<file path="src/rtl/rfr_pkg.sv">
package rfr_pkg;
  typedef enum logic [1:0] {
    ST_IDLE    = 2'd0,
    ST_MEASURE = 2'd1,
    ST_SELF    = 2'd2,
    ST_RECOVER = 2'd3
  } rfr_state_e;
endpackage

</file>
<file path="src/rtl/rfr_arm_gate.sv">
// Arms refresh once the strobe has been seen high in standby, and reports
// a start when an armed strobe is then sampled low.
module rfr_arm_gate (
  input  logic clk,
  input  logic rst_n,
  input  logic standby,
  input  logic idle,
  input  logic strobe_n,
  output logic start
);
  logic armed;

  assign start = idle && standby && armed && !strobe_n;

  always_ff @(posedge clk or negedge rst_n) begin
    if (!rst_n)                 armed <= 1'b0;
    else if (!standby)          armed <= 1'b0;
    else if (start)             armed <= 1'b0;
    else if (idle && strobe_n)  armed <= 1'b1;
  end
endmodule

</file>
<file path="src/rtl/rfr_pace_timer.sv">
// Spaces row refreshes while self refresh runs.
module rfr_pace_timer #(
  parameter int PERIOD = 1500
) (
  input  logic clk,
  input  logic rst_n,
  input  logic run,
  output logic tick
);
  localparam int PW = (PERIOD > 1) ? $clog2(PERIOD) : 1;
  localparam logic [PW-1:0] LAST = PW'(PERIOD - 1);

  logic [PW-1:0] pcnt;

  assign tick = run && (pcnt == LAST);

  always_ff @(posedge clk or negedge rst_n) begin
    if (!rst_n)     pcnt <= '0;
    else if (!run)  pcnt <= '0;
    else if (tick)  pcnt <= '0;
    else            pcnt <= pcnt + 1'b1;
  end
endmodule

</file>
<file path="src/rtl/rfr_row_counter.sv">
// Holds the refresh row; steps one row after each strobe and wraps.
module rfr_row_counter #(
  parameter int ROW_BITS = 11
) (
  input  logic                clk,
  input  logic                rst_n,
  input  logic                advance,
  output logic [ROW_BITS-1:0] row
);
  always_ff @(posedge clk or negedge rst_n) begin
    if (!rst_n)        row <= '0;
    else if (advance)  row <= row + 1'b1;
  end
endmodule

</file>
<file path="src/rtl/rfr_width_fsm.sv">
// Measures the low pulse width, picks automatic or self refresh, and
// counts the recovery gap after self refresh.
module rfr_width_fsm
  import rfr_pkg::*;
#(
  parameter int MIN_PULSE_CYC   = 8,
  parameter int SELF_THRESH_CYC = 800,
  parameter int RESET_GAP_CYC   = 20
) (
  input  logic       clk,
  input  logic       rst_n,
  input  logic       start,
  input  logic       standby,
  input  logic       strobe_n,
  input  logic       pace_tick,
  output rfr_state_e state,
  output logic       fire_q,
  output logic       viol_q
);
  localparam int CMAX = (SELF_THRESH_CYC > RESET_GAP_CYC) ? SELF_THRESH_CYC : RESET_GAP_CYC;
  localparam int CW   = $clog2(CMAX + 1);
  localparam logic [CW-1:0] MIN_W   = CW'(MIN_PULSE_CYC);
  localparam logic [CW-1:0] SELF_W  = CW'(SELF_THRESH_CYC - 1);
  localparam logic [CW-1:0] GAP_END = CW'(RESET_GAP_CYC - 1);

  logic [CW-1:0] cnt;

  always_ff @(posedge clk or negedge rst_n) begin
    if (!rst_n) begin
      state  <= ST_IDLE;
      cnt    <= '0;
      fire_q <= 1'b0;
      viol_q <= 1'b0;
    end else begin
      fire_q <= 1'b0;
      viol_q <= 1'b0;
      case (state)
        ST_IDLE: begin
          if (start) begin
            state <= ST_MEASURE;
            cnt   <= CW'(1);
          end
        end
        ST_MEASURE: begin
          if (!standby) begin
            state <= ST_IDLE;
          end else if (strobe_n) begin
            state <= ST_IDLE;
            if (cnt >= MIN_W) fire_q <= 1'b1;
            else              viol_q <= 1'b1;
          end else if (cnt == SELF_W) begin
            state  <= ST_SELF;
            fire_q <= 1'b1;
          end else begin
            cnt <= cnt + 1'b1;
          end
        end
        ST_SELF: begin
          if (strobe_n) begin
            state <= ST_RECOVER;
            cnt   <= '0;
          end else if (pace_tick) begin
            fire_q <= 1'b1;
          end
        end
        default: begin
          if (cnt == GAP_END) state <= ST_IDLE;
          else                cnt   <= cnt + 1'b1;
        end
      endcase
    end
  end
endmodule

</file>
<file path="src/rtl/refresh_sequencer.sv">
module refresh_sequencer
  import rfr_pkg::*;
#(
  parameter int ROW_BITS        = 11,
  parameter int MIN_PULSE_CYC   = 8,
  parameter int SELF_THRESH_CYC = 800,
  parameter int ROW_PERIOD_CYC  = 1500,
  parameter int RESET_GAP_CYC   = 20
) (
  input  logic                clk,
  input  logic                rst_n,
  input  logic                chip_sel_n,
  input  logic                access_busy,
  input  logic                strobe_n,
  output logic                row_stb,
  output logic [ROW_BITS-1:0] row_addr,
  output logic                refresh_busy,
  output logic                self_active,
  output logic                pulse_viol
);
  rfr_state_e state;
  logic standby, start, tick, fire, viol;

  assign standby = chip_sel_n && !access_busy;

  rfr_arm_gate u_arm (
    .clk      (clk),
    .rst_n    (rst_n),
    .standby  (standby),
    .idle     (state == ST_IDLE),
    .strobe_n (strobe_n),
    .start    (start)
  );

  rfr_width_fsm #(
    .MIN_PULSE_CYC   (MIN_PULSE_CYC),
    .SELF_THRESH_CYC (SELF_THRESH_CYC),
    .RESET_GAP_CYC   (RESET_GAP_CYC)
  ) u_fsm (
    .clk       (clk),
    .rst_n     (rst_n),
    .start     (start),
    .standby   (standby),
    .strobe_n  (strobe_n),
    .pace_tick (tick),
    .state     (state),
    .fire_q    (fire),
    .viol_q    (viol)
  );

  rfr_pace_timer #(
    .PERIOD (ROW_PERIOD_CYC)
  ) u_pace (
    .clk   (clk),
    .rst_n (rst_n),
    .run   (state == ST_SELF),
    .tick  (tick)
  );

  rfr_row_counter #(
    .ROW_BITS (ROW_BITS)
  ) u_rows (
    .clk     (clk),
    .rst_n   (rst_n),
    .advance (fire),
    .row     (row_addr)
  );

  assign row_stb      = fire;
  assign pulse_viol   = viol;
  assign self_active  = (state == ST_SELF);
  assign refresh_busy = (state != ST_IDLE);
endmodule

</file>
<file path="config.mk">
export PLATFORM = sky130hd
export DESIGN_NAME = refresh_sequencer
export DESIGN_NICKNAME = d
export VERILOG_FILES = /design/src/rtl/rfr_pkg.sv /design/src/rtl/rfr_arm_gate.sv /design/src/rtl/rfr_pace_timer.sv /design/src/rtl/rfr_row_counter.sv /design/src/rtl/rfr_width_fsm.sv /design/src/rtl/refresh_sequencer.sv
export SDC_FILE = /design/constraint.sdc
export NUM_CORES = 1
export LEC_CHECK = 0
export BUFFER_PORTS_ARGS = -buffer_cell sky130_fd_sc_hd__buf_2
export CAP_MARGIN = 10
export CORE_AREA = 5 5 66 68
export CTS_BUF_LIST = sky130_fd_sc_hd__clkbuf_8
export CTS_CLUSTER_SIZE = 14
export DETAILED_ROUTE_END_ITERATION = 10
export DIE_AREA = 0 0 71 73
export GPL_TIMING_DRIVEN = 0
export PLACE_DENSITY = 0.75
export SYNTH_ARGS = -nofsm -noshare
export SYNTH_HDL_FRONTEND = slang
export SYNTH_SLANG_ARGS = --single-unit
</file>
<file path="constraint.sdc">
create_clock -name clk -period 1.9 [get_ports clk]
set_input_delay 0.19 -clock clk [delete_from_list [all_inputs] [get_ports clk]]
set_output_delay 0.19 -clock clk [all_outputs]
set_load 0.005 [all_outputs]
</file>
==> results.json, run 1 <==
{
  "cp_cell_sequence": "inv_2, ha_4, nor2b_2, a21oi_2, nand4_1, or2_1, buf_6, o31ai_2",
  "violations": "hold timing",
  "fp.dieH_um": 73,
  "finalClockSkew_ns": 0.004021,
  "grt_pass1_vias": 1464,
  "crit_required_ns": 2.10,
  "io_buffers": 18,
  "min_period_over_period_pct": 97.45,
  "core_um2": 3799,
  "hold_buffers": 0,
  "gp_congestion": 0.8077,
  "synth.net_count": 204,
  "clk_pin_slew_ns": 0.07,
  "clock_sinks": 37,
  "routed_wl_um": 3717,
  "ys_types": 38,
  "pin_count": 20,
  "die-area_um2": 5183,
  "setup_viol": 0,
  "path_class": "reg2reg",
  "syn_avg_cell_area_um2": 10.03,
  "drv_slew": 0,
  "ir_drop_mv": 0.6634,
  "clk_latency_ns": 0.29,
  "cts_buffers": 5,
  "crit_buf_inv": 2,
  "place_hpwl_um": 2555,
  "clock-root-buffer": "clkbuf_8",
  "topRoutingLayerUsed": "met4",
  "status": "finished, violations left",
  "max_cap_violations": 0,
  "h-tree-depth": 2,
  "wl_met2_um": 1872,
  "dr_wl_met3_um": 157,
  "syn_to_final_growth_pct": 18.84,
  "arrival_ns": 2.05,
  "first_pass_iters": 4,
  "dpl_worst_slack_ns": -0.1306,
  "final_common_cell": "dfrtp_1",
  "crit_family": "simple AND/OR/NAND/NOR gates",
  "antenna_found_initial": 0,
  "synthArstFlopShare_pct": 100.0,
  "cp.depth": 8,
  "seq_area_frac_synth_pct": 48.08,
  "synth_area_leaders": "dfrtp_1 48%, xnor2_1 5.0%, nor2_1 4.7%",
  "crit_fanout": 8,
  "netlist_instances": 192,
  "drive_above_1_share_pct": 24.55,
  "hold_viol": 24,
  "p_leak_nw": 1.046,
  "ant_nets": 0,
  "crit_slowest_cell": "dfrtp_1",
  "rsz0062_at_grt": "yes",
  "final_cell_mix": "37 x dfrtp_1, 24 x nor2_1, 19 x buf_2",
  "final_util_pct": 60.24,
  "grt.total_usage_pct": 15.83,
  "cpPeakStageDelay_ns": 0.39,
  "hp-class": "in2async",
  "endpoint_kind": "flop",
  "ys_seq_elements": 37,
  "worstSetupStartpointType": "flop",
  "tightest_slew_ns": 0.8238,
  "grt_overflow": 0,
  "final.min_clock_period_ns": 1.851,
  "fin_area_um2": 2288,
  "fmax_mhz": 540.1,
  "r2r-start": "u_fsm.state[0]",
  "finalNetCount": 235,
  "drt-met1-wl_um": 1628,
  "syn-cell-area_um2": 1926,
  "place_area_um2": 2078,
  "p_total_mw": 2.207,
  "cts_tree": "yes",
  "synth_warnings": 0,
  "hold_slack_ns": -0.007597,
  "yosys.area.top_type": "dfrtp_1",
  "die_w_um": 71,
  "setup_ws_ns": 0.04852,
  "drc": 0,
  "synthFlopType": "dfrtp_1",
  "vias": 1482,
  "synth.top_cell.area_share_pct": 48.08,
  "synth_edf_count": 0,
  "power_density_nw_per_um2": 964.4,
  "r2r_cells": 8,
  "start_util_pct": 50.69,
  "vias_per_cell": 5.409,
  "clockBufferDepth": 2,
  "rows": 23,
  "setup.worst_path.start": "u_fsm.state[0]",
  "detail_route.wl_per_cell_um": 13.57,
  "drt_iter0_drc": 74,
  "grt_pass1_wl_um": 6603,
  "slew_headroom_pct": 45.08,
  "antennaDiodeCount": 0,
  "grt_max_degree": 38
}
[power by group]
| group | internal [mW] | switching (mW) | leakage, nW |
|---|---|---|---|
| sequential | 0.855 | 0.0703 | 0.507 |
| combinational | 0.329 | 0.409 | 0.495 |
| clock | 0.253 | 0.290 | 0.0439 |
[synthesized netlist by cell type, drive strengths merged (3+ instances only)]
library cell  instances
dfrtp                37
nor2                 24
nand3                14
o21ai                12
nand2                11
xnor2                11
and3                  9
xor2                  8
ha                    7
inv                   7
nand4                 7
o31ai                 6
a21oi                 4
nor3                  4
buf                   3
nand2b                3
[final timing paths]
| kind | to | slack [ns] |
|---|---|---|
| min | u_pace.pcnt[3] | -0.008 |
| min reg2reg | u_rows.row[10] | 0.47 |
| max reg2reg | u_fsm.cnt[3] | 0.05 |
| max in group asynchronous | u_fsm.state[1] | 1.39 |
| min in group clk | u_fsm.viol_q | 0.17 |
| max | u_fsm.cnt[3] | 0.05 |
[cell families after synthesis]
| group | count (synthesis) | synth area share [%] |
|---|---|---|
| flip-flops | 37 | 48.08 |
| AO/OA/AOI/OAI | 30 | 10.79 |
| buffers and inverters | 12 | 2.924 |
| XOR/XNOR | 19 | 8.642 |
| multiplexers | 3 | 1.689 |
| AND/OR/NAND/NOR | 84 | 23.33 |
| adder cells (fa/ha/maj) | 7 | 4.548 |
[layout make-up]
cell class	instances	area [µm²]
clock inverters	3	17.52
plain buffers	5	36.28
flip-flops and latches	37	925.9
inverters	7	26.28
repair buffers	24	135.1
multi-input cells	143	1016
fillers	361	1510
clock buffers	5	68.82
well taps	50	62.56
[through the flow]
stage	instances	TNS [ns]	hold slack, ns
2_1_floorplan	192	0	-0.1056
3_3_place_gp	260	-0.2944	0.3273
3_5_place_dp	260	-0.4583	0.3312
4_1_cts	272	0	0.01521
5_1_grt	274	-0.3306	0.06526
6_report	274	0	-0.007597
[state kept, by name (all words and copies together) (netlist names)]
signal	flops
u_fsm.state	2
u_fsm.viol_q	1
u_pace.pcnt	11
u_fsm.cnt	10
u_arm.armed	1
u_fsm.fire_q	1
u_rows.row	11
[per-layer routing]
metal / vias to the layer above / global-route usage (%)
li1: 738 / -
met3: 7 / 3.994
met5: - / 0
met4: 0 / 6.263
met2: 30 / 27.50
met1: 707 / 18.83
[repair_timing]
action / 4_1_cts / 5_1_grt
setup endpoints to repair: 8 / 11
pin swaps: 5 / 3
setup buffers: 4 / 2
resized for setup: 13 / 9
Note: power is estimated with default switching activity, not from simulation.
==> run 2, diff against run 1 <==
--- a/config.mk
+++ b/config.mk
@@ -13,6 +13,7 @@
 export DETAILED_ROUTE_END_ITERATION = 10
 export DIE_AREA = 0 0 71 73
 export GPL_TIMING_DRIVEN = 0
+export HOLD_SLACK_MARGIN = 0.15
 export PLACE_DENSITY = 0.75
 export SYNTH_ARGS = -nofsm -noshare
 export SYNTH_HDL_FRONTEND = slang
==> results.json, run 2 (synthesized netlist as in run 1, its figures left out) <==
{
  "pin_count": 20,
  "max_cap_violations": 0,
  "arrival_ns": 2.05,
  "grt.total_usage_pct": 15.83,
  "die-area_um2": 5183,
  "grt_overflow": 0,
  "finalNetCount": 236,
  "start_util_pct": 50.69,
  "cts_buffers": 5,
  "path_class": "reg2reg",
  "clockBufferDepth": 2,
  "clock-root-buffer": "clkbuf_8",
  "core_um2": 3799,
  "power_density_nw_per_um2": 960.4,
  "drive_above_1_share_pct": 24.44,
  "final.min_clock_period_ns": 1.847,
  "gp_congestion": 0.8077,
  "tightest_slew_ns": 0.8241,
  "ir_drop_mv": 0.6628,
  "clk_pin_slew_ns": 0.07,
  "endpoint_kind": "flop",
  "min_period_over_period_pct": 97.19,
  "tns_ns": 0,
  "wl_met2_um": 1864,
  "vias_per_cell": 5.378,
  "die_w_um": 71,
  "h-tree-depth": 2,
  "antennaDiodeCount": 0,
  "rsz0062_at_grt": "yes",
  "grt_max_degree": 38,
  "hp-class": "in2reg",
  "fmax_mhz": 541.5,
  "topRoutingLayerUsed": "met4",
  "drc": 0,
  "p_leak_nw": 1.050,
  "setup_viol": 0,
  "io_buffers": 18,
  "vias": 1479,
  "fp.dieH_um": 73,
  "final_cell_mix": "37 x dfrtp_1, 24 x nor2_1, 19 x buf_2",
  "crit_required_ns": 2.10,
  "clk_latency_ns": 0.29,
  "place_hpwl_um": 2555,
  "status": "completed",
  "first_pass_iters": 4,
  "hold_viol": 0,
  "final_common_cell": "dfrtp_1",
  "routed_wl_um": 3720,
  "antenna_found_initial": 0,
  "drv_slew": 0,
  "worstSetupStartpointType": "flop",
  "top_regs": "u_pace.pcnt (11), u_rows.row (11), u_fsm.cnt (10)",
  "drt_iter0_drc": 59,
  "slew_headroom_pct": 45.06,
  "dr_wl_met3_um": 147,
  "grt_pass1_wl_um": 6603,
  "crit_fanout": 8,
  "syn_to_final_growth_pct": 19.36,
  "cts_tree": "yes",
  "clock_sinks": 37,
  "rows": 23,
  "p_total_mw": 2.207,
  "finalClockSkew_ns": 0.004021,
  "grt_pass1_vias": 1464,
  "ant_nets": 0,
  "detail_route.wl_per_cell_um": 13.53,
  "drt-met1-wl_um": 1649
}
==> run 2: cell types whose count changed in the layout (fill, tap and decap cells not counted), sizes merged <==
| cell | delta |
|---|---|
| dlygate4sd3 | +1 |
==> run 2: area by class of cell <==
| cell class | instances | area [µm²] |
|---|---|---|
| fill | 360 | 1500 |
| multi-input combinational | 143 | 1016 |
| sequential | 37 | 925.9 |
| timing repair buffer | 25 | 145.1 |
| clock buffer | 5 | 68.82 |
| tap | 50 | 62.56 |
| buffer | 5 | 36.28 |
| inverter | 7 | 26.28 |
| clock inverter | 3 | 17.52 |
==> run 2: worst paths after layout <==
kind	start	endpoint	slack, ns	cells after the start
worst min-delay path	strobe_n	u_fsm.viol_q	0.17	3
worst min register to register	u_rows.row[10]	u_rows.row[10]	0.47	1
worst max-delay path	u_fsm.state[0]	u_fsm.cnt[3]	0.05	8
min in group asynchronous	rst_n	u_pace.pcnt[3]	0.53	2
max in group asynchronous	rst_n	u_fsm.state[1]	0.85	2
worst max register to register	u_fsm.state[0]	u_fsm.cnt[3]	0.05	8
==> run 2: routing by layer <==
metal  global-route usage (%)  vias to the layer above
met3                    3.994                        7
li1                         -                      741
met5                        0                        -
met1                    18.83                      705
met4                    6.263                        0
met2                    27.50                       26
==> run 2: stage by stage <==
step	setup slack, ns	hold slack, ns	cells	util, %	instance area (µm²)
3_3_place_gp	-0.1103	0.3273	260	54.71	2078
2_1_floorplan	0.09172	-0.1056	192	-	1926
3_5_place_dp	-0.1306	0.3312	260	54.71	2078
4_1_cts	0.03294	0.1613	273	59.26	2251
6_report	0.05330	0.1702	275	60.51	2298
5_1_grt	-0.08149	0.1804	275	60.51	2298
==> run 2: repair_timing <==
item,in CTS,in global routing
resized for setup,13,9
hold buffers,1,0
endpoints found under the setup margin,8,11
endpoints found under the hold margin,37,0
setup buffers,4,2
pin swaps,5,3
==> run 2: where the power goes <==
part / internal [mW] / leakage, nW / total [mW] / switching [mW]
Clock: 0.253 / 0.0439 / 0.543 / 0.290
Sequential: 0.855 / 0.507 / 0.926 / 0.0701
Combinational: 0.330 / 0.499 / 0.739 / 0.409
Total: 1.44 / 1.05 / 2.21 / 0.769
==> run 2: worst max-delay path, cell delays in order, from the launching register on <==
cell,delay (ns)
dfrtp_1,0.39
inv_2,0.08
ha_4,0.17
nor2b_2,0.16
a21oi_2,0.15
nand4_1,0.19
or2_1,0.26
buf_6,0.15
o31ai_2,0.21
==> run 3, diff against run 2 <==
--- a/config.mk
+++ b/config.mk
@@ -15,6 +15,7 @@
 export GPL_TIMING_DRIVEN = 0
 export HOLD_SLACK_MARGIN = 0.15
 export PLACE_DENSITY = 0.75
+export REMOVE_ABC_BUFFERS = 1
 export SYNTH_ARGS = -nofsm -noshare
 export SYNTH_HDL_FRONTEND = slang
 export SYNTH_SLANG_ARGS = --single-unit
==> results.json, run 3 (synthesized netlist as in run 1, its figures left out) <==
{
  "status": "completed",
  "drc": 0,
  "pin_count": 20,
  "path_class": "reg2reg",
  "max_cap_violations": 0,
  "drt_iter0_drc": 81,
  "reg2reg_to": "u_fsm.state[0]",
  "h-tree-depth": 2,
  "vias": 1463,
  "antennaDiodeCount": 0,
  "tns_ns": 0,
  "grt_pass1_wl_um": 6320,
  "grt.total_usage_pct": 15.34,
  "final_common_cell": "dfrtp_1",
  "setup_ws_ns": 0.04896,
  "crit_slowest_cell": "nor3_1",
  "cp_cell_sequence": "nor3_1, nand3_1, a21boi_1, o31ai_2, mux2_2",
  "core_um2": 3799,
  "final_util_pct": 58.96,
  "final_cell_mix": "37 x dfrtp_1, 24 x nor2_1, 19 x buf_2",
  "syn_to_final_growth_pct": 16.31,
  "place_area_um2": 2053,
  "clockBufferDepth": 2,
  "ir_drop_mv": 0.5538,
  "endpoint_kind": "flop",
  "io_buffers": 19,
  "p_total_mw": 2.172,
  "arrival_ns": 2.03,
  "p_comb_share_pct": 32.5,
  "finalNetCount": 231,
  "dp.cells": 256,
  "swShare_pct": 34.34,
  "dpl_worst_slack_ns": -0.5675,
  "seqCellArea_um2": 925.9,
  "vias_per_cell": 5.419,
  "fillCellCount": 336,
  "cts_tree": "yes",
  "clk_latency_ns": 0.29,
  "fin_cells": 270,
  "grt_max_degree": 38,
  "worstSetupStartpointType": "flop",
  "hold_slack_ns": 0.1991,
  "pwr-share-clk_pct": 24.7,
  "cp-endpoint": "u_fsm.state[0]",
  "switchingPower_mw": 0.7457,
  "finalClockSkew_ns": 0.002979,
  "slew_headroom_pct": 45.54,
  "r2r_cells": 5,
  "first_pass_iters": 4,
  "die-area_um2": 5183,
  "min_period_over_period_pct": 97.42,
  "rows": 23,
  "ant_nets": 0,
  "fin_area_um2": 2240,
  "routed_wl_um": 3741,
  "clock-root-buffer": "clkbuf_8",
  "hp-class": "in2reg",
  "hold_viol": 0,
  "r2r_slack_ns": 0.05,
  "r2r-start": "u_fsm.cnt[3]",
  "p_int_mw": 1.426,
  "grt_overflow": 0,
  "detail_route.wl_per_cell_um": 13.86,
  "fp.dieH_um": 73,
  "setup.worst_path.start": "u_fsm.cnt[3]",
  "top_regs": "u_pace.pcnt (11), u_rows.row (11), u_fsm.cnt (10)",
  "multi_input_area_um2": 996.0,
  "antenna_found_initial": 0,
  "die_w_um": 71,
  "cts_buffers": 5,
  "clk_pin_slew_ns": 0.07,
  "cpPeakStageDelay_ns": 0.42,
  "tightest_slew_ns": 0.8169,
  "gp_congestion": 0.8345,
  "power_density_nw_per_um2": 969.7,
  "p_leak_nw": 1.023,
  "drive_above_1_share_pct": 22.73,
  "crit_fanout": 5,
  "place_hpwl_um": 2474,
  "grt_pass1_vias": 1444,
  "p_seq_share_pct": 42.8,
  "clock_sinks": 37,
  "drv_slew": 0,
  "crit_required_ns": 2.08,
  "start_util_pct": 50.69,
  "setup_viol": 0,
  "fmax_mhz": 540.2,
  "final.min_clock_period_ns": 1.851
}
run 3: final cells by class:
type / instances / area share, %
multi-input cells: 143 / 44.47
flip-flops and latches: 37 / 41.34
repair buffers: 25 / 6.369
clock buffers: 5 / 3.073
well taps: 50 / 2.793
inverters: 7 / 1.173
clock inverters: 3 / 0.7821
run 3: how the worst min path moves through the flow:
stage                      from        endpoint  cells past startpoint
finish              access_busy     u_arm.armed                      3
detailed placement        rst_n  u_pace.pcnt[4]                      1
global route         chip_sel_n     u_arm.armed                      3
global placement          rst_n  u_pace.pcnt[3]                      1
CTS                 access_busy     u_arm.armed                      3
floorplan                 rst_n     u_arm.armed                      0
run 3: layer usage:
layer | global-route usage, % | routed length [µm] | vias to the layer above
met5 | 0 | 0 | -
met4 | 6.889 | 54 | 0
met3 | 3.168 | 125 | 6
met1 | 17.44 | 1645 | 708
met2 | 27.70 | 1915 | 23
li1 | - | - | 726
run 3: repair_timing:
action                                  CTS  global route
setup buffers                             2             3
hold buffers                              1             0
resized for setup                         4            10
pin swaps                                 1             3
endpoints found under the setup margin   11            10
endpoints found under the hold margin    37             0
run 3: critical path: cells and delay by family (launching register included):
family | cells | cell delay [ns]
AOI/OAI and AO/OA | 2 | 0.45
DFF | 1 | 0.41
muxes | 1 | 0.29
and+or+nand+nor | 2 | 0.58
run 3: power by group through the flow:
stage | sequential [mW] | clock [mW] | combinational [mW]
2_1_floorplan | 0.935 | 0 | 0.392
3_3_place_gp | 0.944 | 0 | 0.538
3_5_place_dp | 0.950 | 0 | 0.548
4_1_cts | 0.929 | 0.558 | 0.616
5_1_grt | 0.940 | 0.590 | 0.791
6_report | 0.929 | 0.537 | 0.706
